==> config.mk <==
export PLATFORM = sky130hd
export DESIGN_NAME = rfc_coalescer
export DESIGN_NICKNAME = d
export VERILOG_FILES = /design/src/rtl/rfc_pkg.sv /design/src/rtl/rfc_mask_rom.sv /design/src/rtl/rfc_slice_path.sv /design/src/rtl/rfc_line_store.sv /design/src/rtl/rfc_coalescer.sv
export SDC_FILE = /design/constraint.sdc
export NUM_CORES = 1
export LEC_CHECK = 0
export ABC_AREA = 1
export CORE_AREA = 10 10 262 264
export CTS_CLUSTER_SIZE = 30
export DETAILED_ROUTE_END_ITERATION = 7
export DIE_AREA = 0 0 272 274
export DONT_BUFFER_PORTS = 1
export PLACE_DENSITY = 0.64
export SLEW_MARGIN = 15
export SYNTH_ARGS = -nofsm -noshare
export SYNTH_HDL_FRONTEND = slang
export SYNTH_HIERARCHICAL = 1
export SYNTH_SLANG_ARGS = --single-unit
==> constraint.sdc <==
create_clock -name clk -period 14.93 [get_ports clk]
set_clock_uncertainty 0.05 [all_clocks]
set_input_delay 2.986 -clock clk [delete_from_list [all_inputs] [get_ports clk]]
set_output_delay 2.986 -clock clk [all_outputs]
set_load 0.03 [all_outputs]
==> src/rtl/rfc_pkg.sv <==
package rfc_pkg;
  localparam int RFC_NUM_DEV = 18;
  localparam int RFC_DEV_W   = 4;
  localparam int RFC_BEATS   = 8;
  localparam int RFC_SLOTS   = 16;
  localparam int RFC_COL_W   = 10;
  localparam int RFC_ID_W    = 5;

  typedef enum logic {
    OP_READ  = 1'b0,
    OP_WRITE = 1'b1
  } rfc_op_e;
endpackage

==> src/rtl/rfc_mask_rom.sv <==
module rfc_mask_rom #(
  parameter int NUM_DEV = 18,
  parameter int DEV_W   = 4,
  parameter int ID_W    = 5
) (
  input  logic                     clk,
  input  logic                     rst,
  input  logic [ID_W-1:0]          dev_id,
  output logic [NUM_DEV*DEV_W-1:0] mask_q
);
  localparam int W = NUM_DEV * DEV_W;
  localparam logic [ID_W-1:0] NUM_ID = ID_W'(NUM_DEV);

  logic [W-1:0] rom [NUM_DEV];

  // one lane mask per device, computed at elaboration
  for (genvar d = 0; d < NUM_DEV; d++) begin : g_rom
    assign rom[d] = {{(W-DEV_W){1'b0}}, {DEV_W{1'b1}}} << (d * DEV_W);
  end

  always_ff @(posedge clk) begin
    if (rst) begin
      mask_q <= '0;
    end else if (dev_id < NUM_ID) begin
      mask_q <= rom[dev_id];
    end else begin
      mask_q <= '0;
    end
  end

  // a non-empty mask only follows an in-range device index
  p_mask_range_r3: assert property (@(posedge clk) disable iff (rst)
    (mask_q != '0) |-> ($past(dev_id) < NUM_ID));

  // a mask never covers more than one device lane
  p_mask_width_r3: assert property (@(posedge clk) disable iff (rst)
    ($countones(mask_q) == 0) || ($countones(mask_q) == DEV_W));
endmodule

==> src/rtl/rfc_slice_path.sv <==
module rfc_slice_path #(
  parameter int NUM_DEV = 18,
  parameter int DEV_W   = 4
) (
  input  logic [NUM_DEV*DEV_W-1:0] beat,
  input  logic [NUM_DEV*DEV_W-1:0] mask,
  input  logic                     subst_en,
  input  logic [DEV_W-1:0]         subst_nib,
  output logic [DEV_W-1:0]         nib,
  output logic [NUM_DEV*DEV_W-1:0] merged
);
  localparam int W = NUM_DEV * DEV_W;

  logic [W-1:0] masked;

  assign masked = beat & mask;

  // fold all lanes: only the selected one can be non-zero
  always_comb begin
    nib = '0;
    for (int d = 0; d < NUM_DEV; d++) begin
      nib = nib | masked[d*DEV_W +: DEV_W];
    end
  end

  always_comb begin
    if (subst_en) begin
      merged = (beat & ~mask) | ({NUM_DEV{subst_nib}} & mask);
    end else begin
      merged = beat;
    end
  end
endmodule

==> src/rtl/rfc_line_store.sv <==
module rfc_line_store #(
  parameter int SLOTS   = 16,
  parameter int SLICE_W = 32,
  parameter int SLOT_W  = 4
) (
  input  logic                     clk,
  input  logic                     rst,
  input  logic                     clear,
  input  logic                     wr_en,
  input  logic [SLOT_W-1:0]        wr_slot,
  input  logic [SLICE_W-1:0]       wr_data,
  input  logic [SLOT_W-1:0]        rd_slot,
  output logic [SLICE_W-1:0]       rd_data,
  output logic                     rd_valid,
  output logic [SLOTS*SLICE_W-1:0] line_q,
  output logic [SLOTS-1:0]         valid_q,
  output logic                     full_q
);
  logic [SLICE_W-1:0] mem [SLOTS];
  logic [SLOTS-1:0]   valid_nxt;
  logic [SLOTS-1:0]   wr_onehot;

  always_ff @(posedge clk) begin
    if (wr_en) begin
      mem[wr_slot] <= wr_data;
    end
  end

  assign rd_data  = mem[rd_slot];
  assign rd_valid = valid_q[rd_slot];

  for (genvar i = 0; i < SLOTS; i++) begin : g_flat
    assign line_q[i*SLICE_W +: SLICE_W] = mem[i];
  end

  assign wr_onehot = wr_en ? (SLOTS'(1) << wr_slot) : '0;
  assign valid_nxt = (clear ? '0 : valid_q) | wr_onehot;

  always_ff @(posedge clk) begin
    if (rst) begin
      valid_q <= '0;
      full_q  <= 1'b0;
    end else begin
      valid_q <= valid_nxt;
      full_q  <= &valid_nxt;
    end
  end

  // the mask does not move without a store or a clear
  p_valid_hold_r9: assert property (@(posedge clk) disable iff (rst)
    (!clear && !wr_en) |=> (valid_q == $past(valid_q)));

  // a clear with no store leaves the mask empty
  p_clear_r9: assert property (@(posedge clk) disable iff (rst)
    (clear && !wr_en) |=> (valid_q == '0) && !full_q);

  // the line only becomes full on a store
  p_full_rise_r8: assert property (@(posedge clk) disable iff (rst)
    $rose(full_q) |-> $past(wr_en));

  // a store always leaves its slot marked
  p_store_marks_r5: assert property (@(posedge clk) disable iff (rst)
    wr_en |=> valid_q[$past(wr_slot)]);
endmodule

==> src/rtl/rfc_coalescer.sv <==
module rfc_coalescer
  import rfc_pkg::*;
#(
  parameter int NUM_DEV = RFC_NUM_DEV,
  parameter int DEV_W   = RFC_DEV_W,
  parameter int BEATS   = RFC_BEATS,
  parameter int SLOTS   = RFC_SLOTS,
  parameter int COL_W   = RFC_COL_W,
  parameter int ID_W    = RFC_ID_W,
  localparam int DATA_W  = NUM_DEV * DEV_W,
  localparam int SLICE_W = DEV_W * BEATS,
  localparam int LINE_W  = SLOTS * SLICE_W
) (
  input  logic              clk,
  input  logic              rst,
  input  logic [ID_W-1:0]   fault_dev,
  input  logic              line_start,
  input  logic              beat_valid,
  input  logic              beat_write,
  input  logic [COL_W-1:0]  beat_col,
  input  logic [DATA_W-1:0] beat_data,
  output logic              out_valid,
  output logic [DATA_W-1:0] out_data,
  output logic [LINE_W-1:0] line_data,
  output logic [SLOTS-1:0]  slot_valid,
  output logic              line_full
);
  localparam int SLOT_W = $clog2(SLOTS);
  localparam int CNT_W  = $clog2(BEATS);
  localparam logic [CNT_W-1:0] LAST_BEAT = CNT_W'(BEATS - 1);

  logic [DATA_W-1:0]  mask_q;
  logic [CNT_W-1:0]   cnt;
  logic [SLOT_W-1:0]  col_q;
  logic [SLOT_W-1:0]  slot;
  logic [SLICE_W-1:0] acc;
  logic [SLICE_W-1:0] slice_w;
  logic [SLICE_W-1:0] stored;
  logic               stored_vld;
  logic [DEV_W-1:0]   nib;
  logic [DEV_W-1:0]   subst_nib;
  logic               subst_en;
  logic               last;
  logic               st_en;
  logic [DATA_W-1:0]  merged;
  rfc_op_e            op;

  assign op   = rfc_op_e'(beat_write);
  assign last = (cnt == LAST_BEAT);
  assign slot = (cnt == '0) ? beat_col[SLOT_W-1:0] : col_q;

  rfc_mask_rom #(
    .NUM_DEV (NUM_DEV),
    .DEV_W   (DEV_W),
    .ID_W    (ID_W)
  ) u_rom (
    .clk    (clk),
    .rst    (rst),
    .dev_id (fault_dev),
    .mask_q (mask_q)
  );

  assign subst_nib = stored[cnt*DEV_W +: DEV_W];
  assign subst_en  = beat_valid && (op == OP_READ) && stored_vld;

  rfc_slice_path #(
    .NUM_DEV (NUM_DEV),
    .DEV_W   (DEV_W)
  ) u_path (
    .beat      (beat_data),
    .mask      (mask_q),
    .subst_en  (subst_en),
    .subst_nib (subst_nib),
    .nib       (nib),
    .merged    (merged)
  );

  // slice as it stands at the final beat
  always_comb begin
    slice_w = acc;
    slice_w[(BEATS-1)*DEV_W +: DEV_W] = nib;
  end

  assign st_en = beat_valid && last && ((op == OP_WRITE) || !stored_vld);

  rfc_line_store #(
    .SLOTS   (SLOTS),
    .SLICE_W (SLICE_W),
    .SLOT_W  (SLOT_W)
  ) u_store (
    .clk      (clk),
    .rst      (rst),
    .clear    (line_start),
    .wr_en    (st_en),
    .wr_slot  (slot),
    .wr_data  (slice_w),
    .rd_slot  (slot),
    .rd_data  (stored),
    .rd_valid (stored_vld),
    .line_q   (line_data),
    .valid_q  (slot_valid),
    .full_q   (line_full)
  );

  always_ff @(posedge clk) begin
    if (rst) begin
      cnt   <= '0;
      col_q <= '0;
      acc   <= '0;
    end else if (beat_valid) begin
      acc[cnt*DEV_W +: DEV_W] <= nib;
      if (cnt == '0) begin
        col_q <= beat_col[SLOT_W-1:0];
      end
      cnt <= last ? '0 : cnt + 1'b1;
    end
  end

  always_ff @(posedge clk) begin
    if (rst) begin
      out_valid <= 1'b0;
      out_data  <= '0;
    end else begin
      out_valid <= beat_valid;
      out_data  <= merged;
    end
  end

  // lanes outside the selected device are copied from the input beat
  p_pass_lanes_r2: assert property (@(posedge clk) disable iff (rst)
    out_valid |-> (((out_data ^ $past(beat_data)) & ~$past(mask_q)) == '0));

  // every accepted beat is presented one cycle later
  p_beat_out_r2: assert property (@(posedge clk) disable iff (rst)
    beat_valid |=> out_valid);

  // the beat counter returns to zero after the final beat
  p_wrap_r4: assert property (@(posedge clk) disable iff (rst)
    (beat_valid && last) |=> (cnt == '0));

  // the counter holds when no beat arrives
  p_cnt_hold_r4: assert property (@(posedge clk) disable iff (rst)
    !beat_valid |=> $stable(cnt));
endmodule

Yosys cells after proc, flatten, opt, wreduce, memory -nomap -nowiden
Memory sizes are Yosys's and may differ from the RTL's. A register that Yosys moved wholly into a read port is not among the register bits.
Index checks and enable logic that the tools add are counted.
{ "word_totals": {"register_bits": 129, "latch_bits": 0, "mem_bits_rw": 512, "rom_bits": 2304, "input_bits": 92, "word_cells": 63, "mem_count": 2} }
{ "memory_table": {"columns": ["memory", "depth", "width", "rd", "rd_ports_with_merged_regs", "write_ports", "line_no", "rtl"], "rows": [
  ["(name not given)", 32, 72, 1, 1, 0, "rfc_mask_rom.sv:25", "mask_q <= rom[dev_id];"],
  ["u_store.mem", 16, 32, 17, 0, 1, "rfc_line_store.sv:19", "logic [SLICE_W-1:0] mem [SLOTS];"]
]} }
{ "classes": {"n_addsub": 2, "multipliers": 0, "n_div": 0, "magnitude_cmp": 2, "eq_ne": 1, "n_shift": 4, "mux": 10, "bitwise": 26, "reduce_logical": 9} }
{ "op_table": {"columns": ["operator", "count"], "rows": [
  ["72-bit AND", 3],
  ["72-bit 2-to-1 mux", 1],
  ["72-bit inverter", 1],
  ["72-bit OR", 1],
  ["4-bit OR", 17],
  ["5-bit negation with 34-bit output", 1],
  ["4-bit by 34-bit variable shift with 32-bit output, first input constant", 1],
  ["4-bit by 34-bit variable part select with 32-bit output", 1],
  ["32-bit bitwise mux", 1],
  ["16-bit 2-to-1 mux", 2],
  ["32-bit by 6-bit variable part select with 4-bit output", 1],
  ["16-bit OR", 1],
  ["16-bit AND reduction", 1],
  ["1-bit by 4-bit << shifter with 16-bit output, first input constant", 1],
  ["5-bit inverter with 6-bit output", 1],
  ["4-bit by 5-bit < comparator with 1-bit output, second input constant", 1],
  ["5-bit < comparator, second input constant", 1],
  ["1-bit binary-select mux with 4-bit select", 1],
  ["1-bit logical AND", 4],
  ["4-bit 2-to-1 mux", 1],
  ["3-bit by 1-bit adder with 3-bit output, second input constant", 1],
  ["3-bit == test, second input constant", 1],
  ["3-bit zero test", 1],
  ["1-bit 2-to-1 mux", 3],
  ["5 further kinds", 6]
]} }

Longest topological paths before layout
{ "logic_depth": {"word_depth": 20, "ltp_mapped": 28, "ltp_nobuf": 22} }

Modules after synthesis
Netlist, hierarchy kept.
{ "modules_own_cells": {"columns": ["mod", "instances", "cells_per_inst", "area_per_inst_um2", "seq_area_each_um2"], "rows": [
  ["rfc_line_store", 1, 1782, 21868.5, 15715.1],
  ["rfc_coalescer", 1, 561, 4116.4, 2162.1],
  ["rfc_slice_path", 1, 380, 1956.9, 0.0],
  ["rfc_mask_rom", 1, 108, 924.6, 360.3]
]} }

Least setup slack after synthesis
No wires, ideal clock.
{ "synth_path": {"kind": "input port to flip-flop", "from": "input beat_col[1]", "to": "memory u_store.mem[14][0], enable pin", "setup_ns": 0.421, "t_arrival_ns": 6.090, "t_required_ns": 14.459, "setup_slack_ns": 8.369, "cell_stages": 14, "cell_sequence": "nand2_1 -> o21ai_0 -> clkbuf_1 -> clkbuf_1 -> a21oi_1 -> o21ai_0 -> nand3_1 -> nand3_1 -> nand2_1 -> inv_1 -> o21ai_0 -> nor2_1 -> nand2_1 -> nor2_1"} }
{ "synth_via": {"elab_chain_cells": 8} }
{ "synth_rtl": {"columns": ["element", "line_no", "rtl"], "rows": [
  ["start: declaration", "rfc_coalescer.sv:20", "input logic [COL_W-1:0] beat_col,"],
  ["4-bit 2-to-1 mux", null, null],
  ["named net slot[1]", "rfc_coalescer.sv:35", "logic [SLOT_W-1:0] slot;"],
  ["1-bit binary-select mux with 4-bit select", "rfc_line_store.sv:30", "assign rd_valid = valid_q[rd_slot];"],
  ["1-bit 2-to-1 mux (not written as such)", "rfc_line_store.sv:30", null],
  ["named net stored_vld", "rfc_coalescer.sv:39", "logic stored_vld;"],
  ["1-bit zero test", "rfc_coalescer.sv:84", "assign st_en = beat_valid && last && ((op == OP_WRITE) || !stored_vld);"],
  ["1-bit logical OR", "rfc_coalescer.sv:84", null],
  ["1-bit logical AND", "rfc_coalescer.sv:84", null],
  ["named net st_en", "rfc_coalescer.sv:44", "logic st_en;"],
  ["1-bit 2-to-1 mux", "rfc_line_store.sv:24", "if (wr_en) begin"],
  ["1-bit 2-to-1 mux (not written as such)", "rfc_line_store.sv:25", "mem[wr_slot] <= wr_data;"],
  ["end: declaration", "rfc_line_store.sv:19", null]
]} }
The timed path passes the listed nets, and every way through them passes these cells. The select of a mux whose other input is x is not followed.

Worst setup path after layout
{ "layout_path": {"from": "register cnt[0]", "to": "register out_data[37]"} }
{ "layout_via": {"elab_chain_cells": 7, "word_cells_on_any_way": 10, "classes_between": "1 x shift; 4 x mux; 2 x bitwise; 2 x reduce/logical; 1 x memory"} }
{ "layout_rtl": {"columns": ["element", "line_no", "rtl"], "rows": [
  ["start: declaration", "rfc_coalescer.sv:33", "logic [CNT_W-1:0] cnt;"],
  ["start signal: assignment", "rfc_coalescer.sv:115", "cnt <= last ? '0 : cnt + 1'b1;"],
  ["3-bit zero test", "rfc_coalescer.sv:50", "assign slot = (cnt == '0) ? beat_col[SLOT_W-1:0] : col_q;"],
  ["4-bit 2-to-1 mux", null, null],
  ["named net slot[0]", "rfc_coalescer.sv:35", null],
  ["memory read 16 x 32 bit", null, null],
  ["named net stored[9]", "rfc_coalescer.sv:38", "logic [SLICE_W-1:0] stored;"],
  ["32-bit by 6-bit variable part select with 4-bit output", "rfc_coalescer.sv:63", "assign subst_nib = stored[cnt*DEV_W +: DEV_W];"],
  ["named net subst_nib[1]", "rfc_coalescer.sv:41", "logic [DEV_W-1:0] subst_nib;"],
  ["72-bit AND", "rfc_slice_path.sv:28", "merged = (beat & ~mask) | ({NUM_DEV{subst_nib}} & mask);"],
  ["72-bit OR", "rfc_slice_path.sv:28", null],
  ["72-bit 2-to-1 mux", "rfc_slice_path.sv:27", "if (subst_en) begin"],
  ["named net merged[37]", "rfc_coalescer.sv:45", "logic [DATA_W-1:0] merged;"],
  ["end signal: assignment", "rfc_coalescer.sv:125", "out_data <= merged;"],
  ["end: declaration", "rfc_coalescer.sv:23", "output logic [DATA_W-1:0] out_data,"]
]} }
The timed path passes the listed nets, and every way through them passes these cells. The select of a mux whose other input is x is not followed.
A chain may end at the register's enable or synchronous reset.

==> flow_metrics.tcl <==
set metrics [dict create \
    status "finished clean" \
    critical_path_class "flip-flop to flip-flop" \
    end_kind "flip-flop" \
    yosys_warnings 6 \
    drc 0 \
    drt-pass1-iter-count 6 \
    slew_viol_final 0 \
    cts_tree "done" \
    syn_inst 2831 \
    pre_cts_slack_ns 6.71 \
    yosys.area_share.adder 0.00303 \
    grt-ovfl-total 0 \
    avgSynthCellArea_um2 10.2 \
    ioPinCount 694 \
    dp.cells 3508 \
    vdd.ir_drop.worst_mv 0.112 \
    start_util 0.454 \
    critPathArrivalTime_ns 8.40 \
    finalCritPeriodShare 0.533 \
    p_per_area_nw_per_um2 135 \
    hold_viol 0 \
    worst_hold_path_type "flip-flop to flip-flop" \
    yosysUniqueCellTypes 33 \
    synthXorXnorAreaFrac 0 \
    coreArea_um2 63600 \
    fin_ws_ns 6.97 \
    r2r_start "cnt[0]$_SDFFE_PP0P_" \
    period_needed_ns 7.96 \
    routed_via_density 5.63 \
    die_w_um 272 \
    crit_path_max_fanout 218 \
    finalPower_mw 4.22 \
    tightestPinTransition_ns 1.09 \
    synth_compound_area_frac 0.0950 \
    cts_max_path_buffers 3 \
    die_y_um 274 \
    rrSetupSlack_ns 6.97 \
    reg2reg_depth 22 \
    synthMuxAreaShare 0.0250 \
    crit_chain "inv_2 > ha_1 > ha_1 > buf_4 > o21ai_4 > buf_12 > buf_12 > buf_4 > a21oi_1 > o21ai_0 > nand3_1 > nand3_1 > nand2_1 > or2_2 > o211ai_1 > nand2_1 > inv_1 > nand2_1 > mux2i_1 > inv_1 > inv_1 > nor2_1" \
    place_area_um2 28900 \
    slew_headroom 0.274 \
    synth-seq-area-share 0.632 \
    grt_max_degree 219 \
    slowest_delay_ns 0.99 \
    grt_pass1_vias 19358 \
    max_freq_ghz 0.126 \
    dpl.hpwl_um 72600 \
    gp_congestion 0.903 \
    critPathCapture "out_data[37]$_SDFF_PP0_" \
    drtIter0Drc 2658 \
    async_flop_share 0 \
    cts_setup_buffers 0 \
    utilization 0.491 \
    path_delay_family "buffers and inverters" \
    placementRows 93 \
    grt_pass1_wl_um 146000 \
    cts.clk_slew.worst_paths_ns 0.06 \
    leakage_nw 12.9 \
    cts_sinks 655 \
    final_area_um2 31200 \
    worst-path-buf-inv 8 \
    ctsResizeCount 0 \
    synth_edf_count 512 \
    port_buffers 0 \
    path_depth 22 \
    vias 20505 \
    postRouteAntennaNets 0 \
    synth_seq_cells 655 \
    insertion_delay_ns 0.61 \
    stdcell_count 3639 \
    dieArea_um2 74500 \
    hold_slack_ns 0.548 \
    n_fill_cell 5713 \
    setup_violations 0 \
    critPathSlowestCell "dfxtp_1" \
    syn2layout_area_growth_pct 8.25 \
    fin_setup_tns_ns 0 \
    cts_hold_buf 0 \
    rsz0062_at_grt "no" \
    worstSetupStartpoint "cnt[0]$_SDFFE_PP0P_" \
    wire_per_inst_um 29.0 \
    clockRootBuffer "clkbuf_16" \
    nNetsFinal 2826 \
    startpoint_type "flip-flop" \
    drive_gt1_frac 0.0693 \
    numCtsBuffers 72 \
    synth_top_family_by_area "simple AND/OR/NAND/NOR gates" \
    worstPathRequired_ns 15.38 \
    antenna_found_initial 0 \
    grt_use_total 0.271 \
    synth_fp_nets 2930 \
    reg2reg_to "out_data[37]$_SDFF_PP0_" \
    synth-simple-area-share 0.135 \
    synth_area_um2 28900 \
    wirelength_um 106000 \
    htreeDepth 3 \
    synth_ff_type "edfxtp_1" \
    max_cap_violations 0 \
]
-- cells in the mapped netlist (all sizes together) (5+ instances only) --
cell / count / area, µm²
ha: 7 / 87.6
clkbuf: 44 / 165
a21oi: 156 / 781
nand3b: 6 / 45.0
o21ai: 171 / 856
inv: 490 / 1840
dfxtp: 143 / 2860
edfxtp: 512 / 15400
nand2: 451 / 1710
o211ai: 134 / 1090
nor2: 240 / 921
mux2i: 72 / 721
nand3: 228 / 1140
nand4: 5 / 31.3
buf: 162 / 1180
-- cells in the final DEF, fill, tap and decap left out, types with 73 or more instances in the layout --
master	instances
nand2_1	446
o21ai_0	156
dfxtp_1	143
o211ai_1	118
a21oi_1	156
inv_1	476
clkbuf_16	73
nand3_1	228
edfxtp_1	512
nor2_1	229
-- power by group --
part           total [mW]  switching [mW]  internal [mW]
clock network        1.73           0.739          0.994
registers            2.02          0.0452           1.97
logic               0.465           0.338          0.127
total                4.22            1.12           3.09
-- cell type report --
class | count | area, µm² | area share
diodes | 1 | 2.50 | 0.0000801
clock buffers | 89 | 1920 | 0.0613
clock inverters | 41 | 389 | 0.0125
inverters | 491 | 1840 | 0.0590
multi-input cells | 1479 | 7540 | 0.241
flip-flops and latches | 655 | 18200 | 0.584
well taps | 855 | 1070 | 0.0342
repair buffers | 28 | 248 | 0.00793
-- per-layer routing --
layer,part of all wire,track usage
met1,0.35,0.312
met2,0.48,0.447
met3,0.13,0.110
met4,0.039,0.108
met5,0,0
-- worst register-to-register path, delay by kind of cell, from the launching register on --
family                     cells  cell delay, ns
buffers and inverters          8            3.08
and+or+nand+nor                7            1.41
AOI/OAI and AO/OA              4            1.33
DFF                            1            0.99
adders and majority gates      2            0.55
muxes                          1            0.46
-- registers in the layout, indices dropped and copies added, names as in the netlist --
name,count
u_store/full_q,1
u_store/mem,512
out_valid,1
col_q,4
u_rom/mask_q,18
out_data,72
acc,28
u_store/valid_q,16
cnt,3
-- cells by family (layout without fill, tap and decap cells) --
group | count (synthesis) | count (layout)
other cells | 0 | 1
mux | 72 | 72
flops | 655 | 655
buf+inv | 697 | 649
compound gates | 464 | 464
simple gates | 936 | 936
fa+ha+maj | 7 | 7
-- worst min path at each step --
stage	startpoint	end	slack, ns	cells past startpoint
2_1_floorplan	col_q[3]$_SDFFE_PP0P_	col_q[3]$_SDFFE_PP0P_	0.46	4
3_3_place_gp	col_q[3]$_SDFFE_PP0P_	col_q[3]$_SDFFE_PP0P_	0.53	4
6_report	col_q[3]$_SDFFE_PP0P_	col_q[3]$_SDFFE_PP0P_	0.55	4
3_5_place_dp	col_q[3]$_SDFFE_PP0P_	col_q[3]$_SDFFE_PP0P_	0.53	4
5_1_grt	col_q[0]$_SDFFE_PP0P_	col_q[0]$_SDFFE_PP0P_	0.58	4
4_1_cts	col_q[3]$_SDFFE_PP0P_	col_q[3]$_SDFFE_PP0P_	0.54	4
No activity file was read; power rests on OpenSTA's default activity.
